## src/rtl/dl_host_pkg.sv

```systemverilog
package dl_host_pkg;

    localparam int unsigned BYTE_W = 8;

    typedef enum logic [2:0] {
        ST_IDLE,
        ST_ADDR,
        ST_ADDR_ACK,
        ST_WR_DATA,
        ST_WR_ACK,
        ST_RD_DATA,
        ST_RD_ACK,
        ST_SKIP
    } host_state_e;

    typedef struct packed {
        logic start;
        logic stop;
        logic scl_rise;
        logic scl_fall;
        logic sda;
    } bus_evt_t;

endpackage

```

## src/rtl/dl_line_sync.sv

```systemverilog
module dl_line_sync
    import dl_host_pkg::*;
#(
    parameter int unsigned SYNC_STAGES = 2
) (
    input  logic     clk,
    input  logic     rst_n,
    input  logic     scl_in,
    input  logic     sda_in,
    output bus_evt_t evt
);
    logic [SYNC_STAGES-1:0] scl_sh;
    logic [SYNC_STAGES-1:0] sda_sh;
    logic                   scl_q;
    logic                   sda_q;
    logic                   scl_s;
    logic                   sda_s;

    assign scl_s = scl_sh[SYNC_STAGES-1];
    assign sda_s = sda_sh[SYNC_STAGES-1];

    always_ff @(posedge clk or negedge rst_n) begin
        if (!rst_n) begin
            scl_sh <= '1;
            sda_sh <= '1;
            scl_q  <= 1'b1;
            sda_q  <= 1'b1;
        end else begin
            scl_sh <= {scl_sh[SYNC_STAGES-2:0], scl_in};
            sda_sh <= {sda_sh[SYNC_STAGES-2:0], sda_in};
            scl_q  <= scl_s;
            sda_q  <= sda_s;
        end
    end

    always_comb begin
        evt.start    = scl_s & scl_q & sda_q & ~sda_s;
        evt.stop     = scl_s & scl_q & ~sda_q & sda_s;
        evt.scl_rise = scl_s & ~scl_q;
        evt.scl_fall = ~scl_s & scl_q;
        evt.sda      = sda_s;
    end

endmodule

```

## src/rtl/dl_xfer_bank.sv

```systemverilog
module dl_xfer_bank
    import dl_host_pkg::*;
#(
    parameter int unsigned NUM_BYTES = 7,
    parameter int unsigned IDX_W     = $clog2(NUM_BYTES + 1)
) (
    input  logic                        clk,
    input  logic                        rst_n,
    input  logic                        store_en,
    input  logic [NUM_BYTES*BYTE_W-1:0] store_data,
    input  logic                        preset,
    input  logic [IDX_W-1:0]            rd_idx,
    output logic [BYTE_W-1:0]           rd_byte
);
    logic [BYTE_W-1:0] regs_q [NUM_BYTES];

    for (genvar g = 0; g < NUM_BYTES; g++) begin : g_byte
        always_ff @(posedge clk or negedge rst_n) begin
            if (!rst_n) begin
                regs_q[g] <= '1;
            end else if (preset) begin
                regs_q[g] <= '1;
            end else if (store_en) begin
                regs_q[g] <= store_data[g*BYTE_W +: BYTE_W];
            end
        end
    end

    always_comb begin
        rd_byte = '1;
        for (int i = 0; i < NUM_BYTES; i++) begin
            if (rd_idx == IDX_W'(i)) rd_byte = regs_q[i];
        end
    end

endmodule

```

## src/rtl/dl_proto_fsm.sv

```systemverilog
module dl_proto_fsm
    import dl_host_pkg::*;
#(
    parameter logic [6:0]  ADDR_BASE = 7'h10,
    parameter int unsigned NUM_BYTES = 7,
    parameter int unsigned IDX_W     = $clog2(NUM_BYTES + 1)
) (
    input  logic              clk,
    input  logic              rst_n,
    input  bus_evt_t          evt,
    input  logic              cs_sel,
    input  logic [BYTE_W-1:0] rd_byte,
    output logic              sda_oe,
    output logic              busy,
    output logic [BYTE_W-1:0] ctrl_q,
    output logic [IDX_W-1:0]  rd_idx,
    output logic              nack_evt,
    output logic              read_end
);
    host_state_e       state_q, state_d;
    logic [2:0]        bitcnt;
    logic              byte_full;
    logic [BYTE_W-1:0] shreg;
    logic [BYTE_W-1:0] txreg;
    logic              is_read;
    logic              ack_q;
    logic              read_phase;
    logic [6:0]        my_addr;
    logic              addr_hit;

    assign my_addr  = ADDR_BASE + {6'd0, cs_sel};
    assign addr_hit = (shreg[7:1] == my_addr);
    assign busy     = (state_q != ST_IDLE);

    always_comb begin
        state_d = state_q;
        if (evt.stop) begin
            state_d = ST_IDLE;
        end else if (evt.start) begin
            state_d = ST_ADDR;
        end else begin
            unique case (state_q)
                ST_IDLE:     state_d = ST_IDLE;
                ST_ADDR:     if (evt.scl_fall && byte_full)
                                 state_d = addr_hit ? ST_ADDR_ACK : ST_IDLE;
                ST_ADDR_ACK: if (evt.scl_fall)
                                 state_d = is_read ? ST_RD_DATA : ST_WR_DATA;
                ST_WR_DATA:  if (evt.scl_fall && byte_full) state_d = ST_WR_ACK;
                ST_WR_ACK:   if (evt.scl_fall) state_d = ST_SKIP;
                ST_RD_DATA:  if (evt.scl_fall && bitcnt == 3'd7) state_d = ST_RD_ACK;
                ST_RD_ACK:   if (evt.scl_fall) state_d = ack_q ? ST_RD_DATA : ST_SKIP;
                ST_SKIP:     state_d = ST_SKIP;
                default:     state_d = ST_IDLE;
            endcase
        end
    end

    always_ff @(posedge clk or negedge rst_n) begin
        if (!rst_n) state_q <= ST_IDLE;
        else        state_q <= state_d;
    end

    always_ff @(posedge clk or negedge rst_n) begin
        if (!rst_n) begin
            bitcnt     <= '0;
            byte_full  <= 1'b0;
            shreg      <= '0;
            txreg      <= '1;
            is_read    <= 1'b0;
            ack_q      <= 1'b0;
            read_phase <= 1'b0;
            sda_oe     <= 1'b0;
            ctrl_q     <= '0;
            rd_idx     <= '0;
            nack_evt   <= 1'b0;
            read_end   <= 1'b0;
        end else begin
            nack_evt <= 1'b0;
            read_end <= 1'b0;
            if (evt.stop) begin
                sda_oe     <= 1'b0;
                read_end   <= read_phase;
                read_phase <= 1'b0;
            end else if (evt.start) begin
                sda_oe     <= 1'b0;
                bitcnt     <= '0;
                byte_full  <= 1'b0;
                rd_idx     <= '0;
                read_end   <= read_phase;
                read_phase <= 1'b0;
            end else begin
                unique case (state_q)
                    ST_ADDR, ST_WR_DATA: begin
                        if (evt.scl_rise && !byte_full) begin
                            shreg  <= {shreg[6:0], evt.sda};
                            bitcnt <= bitcnt + 3'd1;
                            if (bitcnt == 3'd7) byte_full <= 1'b1;
                        end
                        if (evt.scl_fall && byte_full) begin
                            if (state_q == ST_ADDR) begin
                                if (addr_hit) begin
                                    sda_oe  <= 1'b1;
                                    is_read <= shreg[0];
                                end
                            end else begin
                                sda_oe <= 1'b1;
                                ctrl_q <= shreg;
                            end
                        end
                    end
                    ST_ADDR_ACK: begin
                        if (evt.scl_fall) begin
                            bitcnt    <= '0;
                            byte_full <= 1'b0;
                            if (is_read) begin
                                read_phase <= 1'b1;
                                txreg      <= {rd_byte[6:0], 1'b1};
                                sda_oe     <= ~rd_byte[7];
                            end else begin
                                sda_oe <= 1'b0;
                            end
                        end
                    end
                    ST_WR_ACK: begin
                        if (evt.scl_fall) sda_oe <= 1'b0;
                    end
                    ST_RD_DATA: begin
                        if (evt.scl_fall) begin
                            bitcnt <= bitcnt + 3'd1;
                            if (bitcnt == 3'd7) begin
                                sda_oe <= 1'b0;
                            end else begin
                                sda_oe <= ~txreg[7];
                                txreg  <= {txreg[6:0], 1'b1};
                            end
                        end
                    end
                    ST_RD_ACK: begin
                        if (evt.scl_rise) begin
                            ack_q <= ~evt.sda;
                            if (!evt.sda && rd_idx != IDX_W'(NUM_BYTES))
                                rd_idx <= rd_idx + 1'b1;
                        end
                        if (evt.scl_fall) begin
                            if (ack_q) begin
                                bitcnt <= '0;
                                txreg  <= {rd_byte[6:0], 1'b1};
                                sda_oe <= ~rd_byte[7];
                            end else begin
                                nack_evt <= 1'b1;
                            end
                        end
                    end
                    ST_IDLE, ST_SKIP: ;
                    default: ;
                endcase
            end
        end
    end

endmodule

```

## src/rtl/dl_host_i2c_slave.sv

```systemverilog
module dl_host_i2c_slave
    import dl_host_pkg::*;
#(
    parameter int unsigned N_BYTES   = 7,
    parameter logic [6:0]  ADDR_BASE = 7'h10
) (
    input  logic                      clk,
    input  logic                      rst_n,
    input  logic                      scl_in,
    input  logic                      sda_in,
    output logic                      sda_oe,
    input  logic                      cs_sel,
    input  logic                      test_en,
    input  logic                      acq_store,
    input  logic                      acq_flag,
    input  logic [N_BYTES*BYTE_W-1:0] acq_bytes,
    input  logic                      dav_release,
    input  logic                      field_in,
    output logic                      dav_n,
    output logic                      field_out,
    output logic                      host_busy,
    output logic [BYTE_W-1:0]         ctrl_out
);
    localparam int unsigned IDX_W = $clog2(N_BYTES + 1);

    bus_evt_t          evt;
    logic [BYTE_W-1:0] rd_byte;
    logic [IDX_W-1:0]  rd_idx;
    logic              nack_evt;
    logic              read_end;
    logic              store_en;
    logic              dav_q;

    dl_line_sync #(.SYNC_STAGES(2)) u_sync (
        .clk    (clk),
        .rst_n  (rst_n),
        .scl_in (scl_in),
        .sda_in (sda_in),
        .evt    (evt)
    );

    dl_proto_fsm #(
        .ADDR_BASE (ADDR_BASE),
        .NUM_BYTES (N_BYTES),
        .IDX_W     (IDX_W)
    ) u_fsm (
        .clk      (clk),
        .rst_n    (rst_n),
        .evt      (evt),
        .cs_sel   (cs_sel),
        .rd_byte  (rd_byte),
        .sda_oe   (sda_oe),
        .busy     (host_busy),
        .ctrl_q   (ctrl_out),
        .rd_idx   (rd_idx),
        .nack_evt (nack_evt),
        .read_end (read_end)
    );

    assign store_en = acq_store & ~host_busy;

    dl_xfer_bank #(
        .NUM_BYTES (N_BYTES),
        .IDX_W     (IDX_W)
    ) u_bank (
        .clk        (clk),
        .rst_n      (rst_n),
        .store_en   (store_en),
        .store_data (acq_bytes),
        .preset     (read_end),
        .rd_idx     (rd_idx),
        .rd_byte    (rd_byte)
    );

    always_ff @(posedge clk or negedge rst_n) begin
        if (!rst_n)                        dav_q <= 1'b1;
        else if (nack_evt || dav_release)  dav_q <= 1'b1;
        else if (store_en && acq_flag)     dav_q <= 1'b0;
    end

    assign dav_n     = test_en ? cs_sel : dav_q;
    assign field_out = test_en ? cs_sel : field_in;

endmodule

```

## config.mk

```make
export PLATFORM = sky130hd
export DESIGN_NAME = dl_host_i2c_slave
export DESIGN_NICKNAME = d
export VERILOG_FILES = /design/src/rtl/dl_host_pkg.sv /design/src/rtl/dl_line_sync.sv /design/src/rtl/dl_xfer_bank.sv /design/src/rtl/dl_proto_fsm.sv /design/src/rtl/dl_host_i2c_slave.sv
export SDC_FILE = /design/constraint.sdc
export NUM_CORES = 1
export LEC_CHECK = 0
export BUFFER_PORTS_ARGS = -buffer_cell sky130_fd_sc_hd__clkbuf_2
export CAP_MARGIN = 0
export CORE_ASPECT_RATIO = 2
export CORE_MARGIN = 2
export CORE_UTILIZATION = 50
export CTS_CLUSTER_DIAMETER = 150
export DETAILED_ROUTE_END_ITERATION = 10
export GPL_ROUTABILITY_DRIVEN = 0
export PLACE_DENSITY_LB_ADDON = 0.12
export SYNTH_ARGS = -nofsm -noshare
export SYNTH_HDL_FRONTEND = slang
export SYNTH_SLANG_ARGS = --single-unit
export TNS_END_PERCENT = 50
```

## constraint.sdc

```tcl
create_clock -name clk -period 2.1 [get_ports clk]
set_input_delay 0.105 -clock clk [delete_from_list [all_inputs] [get_ports clk]]
set_output_delay 0.105 -clock clk [all_outputs]
set_load 0.01 [all_outputs]
```

==> impl_metrics.yaml, run 1 <==
critical_path:
  crit_fanout: 4
  slowest_stage: "or4b_4"
  worstSetupEndpointType: "flip-flop"
  reg2regPathDepth: 4
  crit_path_max_incr_delay_ns: 0.56
  start_kind: "flip-flop"
  critPathRequiredTime_ns: 2.32
  worstPathArrival_ns: 2.28
  path_cells: "or4b_4 > or4b_4 > nor2_4 > mux2_1"
  crit_type: "flip-flop to flip-flop"
  crit_top_cell: "or4b_4"
logic_synthesis:
  synth_edf_count: 0
  synth_area_leader_cell: "dfstp_2"
  synthFlopType: "dfstp_2"
  syn_nets: 618
  synth-simple-area-share_pct: 21.9
  ys_top_cells_by_area: "dfstp_2 (35%), dfrtp_1 (15%), nand2_1 (7.7%)"
  ys_top_cells_by_count: "nand2_1 (106), dfstp_2 (70), nor2_1 (42)"
  synth.distinct_cells: 49
  synth_compound_area_share_pct: 15.0
  ys_ff_latch: 102
  synthCells: 544
  synth_xor_area_share_pct: 0.338
  postSynth.asyncResetShare_pct: 100
  yosysWarnings: 0
  muxShareOfSynthArea_pct: 4.73
  synth_top_family_by_area: "simple AND/OR/NAND/NOR gates"
  synthAdderAreaFrac_pct: 1.93
  ys_seq_area_share_pct: 50.9
  synth_area_per_cell_sq_um: 9.53
  synth_most_common_cell: "nand2_1"
  netlist.area_leader.share_pct: 35.5
  synth_area_sq_um: 5190
sta:
  setup_tns_ns: 0
  grt_setup_unrepaired: "true"
  hold_viol_final: 0
  tightestPinTransition_ns: 0.659
  fin_skew_ns: 0.00825
  maxSlewViolCount: 0
  fin_crit_ns: 2.06
  finalCritPeriodShare_pct: 97.9
  finalSetupViolCount: 0
  slew_headroom_pct: 56.1
  fmax_mhz: 487
  whs_ns: 0.0362
final_layout:
  area_growth_pct: 31.0
  instances_no_fill: 825
  utilization_pct: 67.4
  final_layout_size_suffix_gt1_share_pct: 32.5
  nets: 759
  antenna_cells: 0
worst_hold_path:
  min_path_type: "input port to flip-flop"
  min_path_cells: 3
placed_design:
  hpwl_um: 9810
  dp.cells: 749
  port_buffers: 77
cts:
  cts-root-buf: "clkbuf_16"
  cts_tree: "built"
  clkLatencyLatePin_ns: 0.34
  post-cts-setup-buffers: 0
  cts.htree.levels: 3
  clkSlewWorstSetupHoldPaths_ns: 0.07
  cts_buffers: 9
  clock_path_buffers: 2
  clock-sinks: 102
detailed_routing:
  drtIter0Drc: 223
  drc: 0
  dr.pass1.iters: 5
  vias: 4438
  route.final.wire_length_um: 13900
  post_drt_wl_per_cell_um: 16.8
  via_per_inst: 5.38
  ant_nets: 0
global_route:
  antenna_found_initial: 0
  grt_pass1_wl_um: 22700
  grt_pass1_vias: 4695
  grt_overflow_total: 0
  grt_util_all_layers_pct: 25.7
  grt_start_max_net_pins: 57
floorplanning:
  initial_core_util_pct: 51.4
  die_h_um: 148
  rows: 52
  coreArea_sq_um: 10100
  top_level_ports: 78
  die_area_sq_um: 11300
  die_w_um: 76.0
power:
  cell_internal_pwr_mw: 3.48
  power_density_nw_per_um2: 675
  p_switching_mw: 1.11
  total_leakage_power_nw: 3.18
  sequentialPowerShare_pct: 50.1
  clockPowerShare_pct: 36.8
  max-vdd-ir-drop_mv: 0.467
  p_comb_share_pct: 13.0
  p_total_mw: 4.59
  sw_frac_of_total_pct: 24.2
run:
  maxCapViolCount: 0
run_status:
  status: "completed"
==> logic make-up after synthesis <==
group,count (synthesis)
simple gates,231
compound gates,111
flops,102
buf+inv,68
mux,22
fa+ha+maj,8
xor+xnor,2
==> per-stage QoR <==
stage / setup slack (ns) / cell area, sq um
floorplan: 0.0497 / 5190
global placement: -0.00171 / 5870
detailed placement: -0.0689 / 5870
CTS: 0.0402 / 6780
global route: -0.0132 / 6800
finish: 0.0445 / 6800
==> cell usage in the layout, fill, tap and decap left out, drive strengths merged, types with 8 or more instances in the layout <==
cell type | synthesis | routed
dfrtp | 32 | 32
dfstp | 70 | 70
o22ai | 8 | 8
dlygate4sd3 | 0 | 60
nand3 | 12 | 12
nor2 | 43 | 43
ha | 8 | 8
buf | 14 | 35
a21oi | 24 | 24
a211o | 20 | 20
nand2 | 106 | 106
nand3b | 39 | 39
clkbuf | 27 | 88
o21ai | 17 | 17
inv | 26 | 27
mux2 | 20 | 20
==> sequential cells by signal (all words and copies together) (netlist names), 2 cells and up <==
signal and cells:
u_bank.regs_q 56, u_fsm.bitcnt 3, u_fsm.ctrl_q 8, u_fsm.rd_idx 3, u_fsm.shreg 8, u_fsm.state_q 3
u_fsm.txreg 7, u_sync.scl_sh 2, u_sync.sda_sh 2
==> critical path: cells and delay by family, from the launching register on <==
kind,cells,cell delay (ns)
mux,1,0.31
simple gates,3,1.23
flops,1,0.40
==> layout make-up <==
type / count / area [sq um]
Inverter: 27 / 101
Timing Repair Buffer: 171 / 1280
Clock inverter: 4 / 55.1
Sequential cell: 102 / 2640
Fill cell: 795 / 3290
Tap cell: 135 / 169
Clock buffer: 12 / 246
Multi-Input combinational cell: 374 / 2300
==> layer usage <==
metal | wire length (um) | track usage [%]
met5 | 0 | 0
met4 | 808 | 15.6
met3 | 454 | 3.17
met2 | 7650 | 49.4
met1 | 4980 | 25.9
==> power groups by stage <==
stage	registers (mW)	logic, mW	clock network [mW]
finish	2.30	0.598	1.69
global route	2.32	0.667	1.80
CTS	2.30	0.596	1.72
detailed placement	2.33	0.507	0
global placement	2.33	0.490	0
floorplan	2.29	0.302	0
==> final timing paths <==
path,start,to,slack (ns)
max reg2reg,u_fsm.shreg[3],u_fsm.is_read,0.04
max in group asynchronous,rst_n,u_bank.regs_q[1],0.98
min in group asynchronous,rst_n,u_fsm.read_end,0.34
max,u_fsm.shreg[3],u_fsm.is_read,0.04
min reg2reg,u_sync.sda_sh[0],u_sync.sda_sh[1],0.36
min,acq_flag,dav_q,0.04
==> timing repair <==
action,CTS,global route
resized for setup,1,3
endpoints found under the setup margin,1,7
endpoints found under the hold margin,66,0
hold buffers,60,0
Note: power is estimated with default switching activity, not from simulation.
==> inputs of run 2 (changes only) <==
--- a/config.mk
+++ b/config.mk
@@ -5,6 +5,7 @@
 export SDC_FILE = /design/constraint.sdc
 export NUM_CORES = 1
 export LEC_CHECK = 0
+export ABC_AREA = 1
 export BUFFER_PORTS_ARGS = -buffer_cell sky130_fd_sc_hd__clkbuf_2
 export CAP_MARGIN = 0
 export CORE_ASPECT_RATIO = 2
==> impl_metrics.yaml, run 2 <==
floorplanning:
  die_h_um: 148
  top_level_ports: 78
  coreArea_sq_um: 10100
  die_w_um: 75.9
  die_area_sq_um: 11200
  rows: 52
  initial_core_util_pct: 51.2
detailed_routing:
  vias: 4571
  drc: 0
  post_drt_wl_per_cell_um: 14.5
  dr.pass1.iters: 5
  via_per_inst: 5.08
  ant_nets: 0
  route.final.wire_length_um: 13100
  drtIter0Drc: 231
logic_synthesis:
  synth_area_sq_um: 5160
  ys_top_cells_by_count: "nand2_1 (149), inv_1 (90), a21oi_1 (85)"
  netlist.area_leader.share_pct: 35.6
  synth_most_common_cell: "nand2_1"
  syn_nets: 705
  synth_area_per_cell_sq_um: 8.18
  synthCells: 631
  ys_ff_latch: 102
  synth.distinct_cells: 38
  synth_area_leader_cell: "dfstp_2"
  synth_edf_count: 0
  ys_seq_area_share_pct: 51.1
  synthFlopType: "dfstp_2"
  postSynth.asyncResetShare_pct: 100
  yosysWarnings: 0
  ys_top_cells_by_area: "dfstp_2 (36%), dfrtp_1 (16%), nand2_1 (11%)"
final_layout:
  layout_common_cells: "nand2_1 (149), inv_1 (89), a21oi_1 (85), o21ai_0 (76), clkbuf_2 (76)"
  ff_latch_area_sq_um: 2640
  regMostFlops: "u_bank.regs_q"
  fillers: 856
  multiInputGateArea_sq_um: 2050
  final_common_cell: "nand2_1"
  nets: 834
  final_layout_size_suffix_gt1_share_pct: 27.3
  utilization_pct: 65.2
  largest_reg_flops: 56
  area_growth_pct: 27.3
  reg_top3: "u_bank.regs_q (56), u_fsm.ctrl_q (8), u_fsm.shreg (8)"
  antenna_cells: 0
global_route:
  grt_start_max_net_pins: 57
  grt_pass1_wl_um: 21200
  grt_util_all_layers_pct: 24.8
  antenna_found_initial: 0
  grt_overflow_total: 0
  grt_pass1_vias: 4563
power:
  power_density_nw_per_um2: 747
  total_leakage_power_nw: 3.19
  max-vdd-ir-drop_mv: 0.557
  p_total_mw: 4.91
worst_hold_path:
  min_path_type: "input port to flip-flop"
critical_path:
  critPathRequiredTime_ns: 2.38
  crit_top_cell: "inv_2"
  worstSetupEndpointType: "flip-flop"
  crit_fanout: 28
  crit_type: "flip-flop to flip-flop"
  path_cells: "nor2_2 > nand2_2 > inv_2 > nand2_4 > inv_2 > or2_1 > buf_12 > o21ai_0"
  start_kind: "flip-flop"
  slowest_stage: "dfrtp_1"
  crit_path_max_incr_delay_ns: 0.46
  worstPathArrival_ns: 2.18
sta:
  maxSlewViolCount: 0
  tightestPinTransition_ns: 0.561
  finalCritPeriodShare_pct: 90.9
  fin_skew_ns: 0.00932
  hold_viol_final: 0
  fmax_mhz: 524
  fin_crit_ns: 1.91
  grt_setup_unrepaired: "false"
  finalSetupViolCount: 0
  slew_headroom_pct: 62.6
  setup_tns_ns: 0
  whs_ns: 0.00456
cts:
  cts_buffers: 9
  cts-root-buf: "clkbuf_16"
  clock-sinks: 102
  cts.htree.levels: 3
  clkLatencyLatePin_ns: 0.36
  post-cts-setup-buffers: 0
  clkSlewWorstSetupHoldPaths_ns: 0.07
  cts_tree: "built"
  clock_path_buffers: 2
placed_design:
  port_buffers: 77
  hpwl_um: 9520
run:
  maxCapViolCount: 0
run_status:
  status: "completed"
[run 2: cell count changes after synthesis, moves of 18 or more]
cell	delta
mux2_2	-18
o21ai_2	+22
a211o_1	-19
nand3b_1	-39
nand2_1	+43
inv_1	+64
a21oi_1	+61
o21ai_0	+59
[run 2: worst paths after layout]
path / startpoint / endpoint / slack [ns] / cells past startpoint
setup / recovery: u_fsm.state_q[1] / u_bank.regs_q[1] / 0.19 / 8
hold / removal: acq_bytes[4] / u_bank.regs_q[52] / 0.005 / 3
setup reg to reg: u_fsm.state_q[1] / u_bank.regs_q[1] / 0.19 / 8
hold reg to reg: u_sync.sda_sh[0] / u_sync.sda_sh[1] / 0.36 / 0
max in group asynchronous: rst_n / u_bank.regs_q[7] / 1.16 / 3
min in group asynchronous: rst_n / u_fsm.ctrl_q[6] / 0.25 / 2
[run 2: logic make-up (layout without fill, tap and decap cells)]
kind of cell | Yosys count | in the layout | share of synthesized area (%)
multiplexers | 2 | 2 | 0.412
adder cells (fa/ha/maj) | 8 | 8 | 1.94
AND/OR/NAND/NOR | 206 | 206 | 16.4
AO/OA/AOI/OAI | 192 | 192 | 20.6
buffers and inverters | 120 | 254 | 9.36
flip-flops | 102 | 102 | 51.1
XOR/XNOR | 1 | 1 | 0.170
[run 2: routing by layer]
metal	vias up	routed length [um]	track usage, %
met2	106	7160	43.4
met5	-	0	0
li1	2287	-	-
met4	0	349	9.74
met3	26	420	3.61
met1	2152	5150	29.3
[run 2: area by class of cell]
type	count	share of cell area, %
Tap cell	135	2.57
Clock inverter	7	1.18
Inverter	96	5.48
Timing Repair Buffer	142	16.0
Clock buffer	9	3.43
Multi-Input combinational cell	409	31.2
Sequential cell	102	40.2
[run 2: repair_timing]
item | 4_1_cts | 5_1_grt
resized for setup | 0 | 3
hold buffers | 55 | 0
hold endpoints to repair | 65 | 0
setup endpoints to repair | 0 | 2
[run 2: power breakdown]
part	switching, mW	internal [mW]	total [mW]
Combinational	0.407	0.313	0.720
Sequential	0.121	2.36	2.48
Clock	0.778	0.939	1.72
Total	1.31	3.61	4.91
[run 2: critical path: cells and delay by family, from the launching register on]
| kind | cells | cell delay, ns |
|---|---|---|
| simple gates | 4 | 0.64 |
| compound gates | 1 | 0.11 |
| flops | 1 | 0.46 |
| buf+inv | 3 | 0.61 |
[run 2: through the flow]
stage	instance area (sq um)	setup slack, ns	instances
floorplan	5160	0.377	631
global placement	5710	0.204	829
detailed placement	5710	0.172	829
CTS	6560	0.150	900
global route	6570	0.0135	900
finish	6570	0.192	900
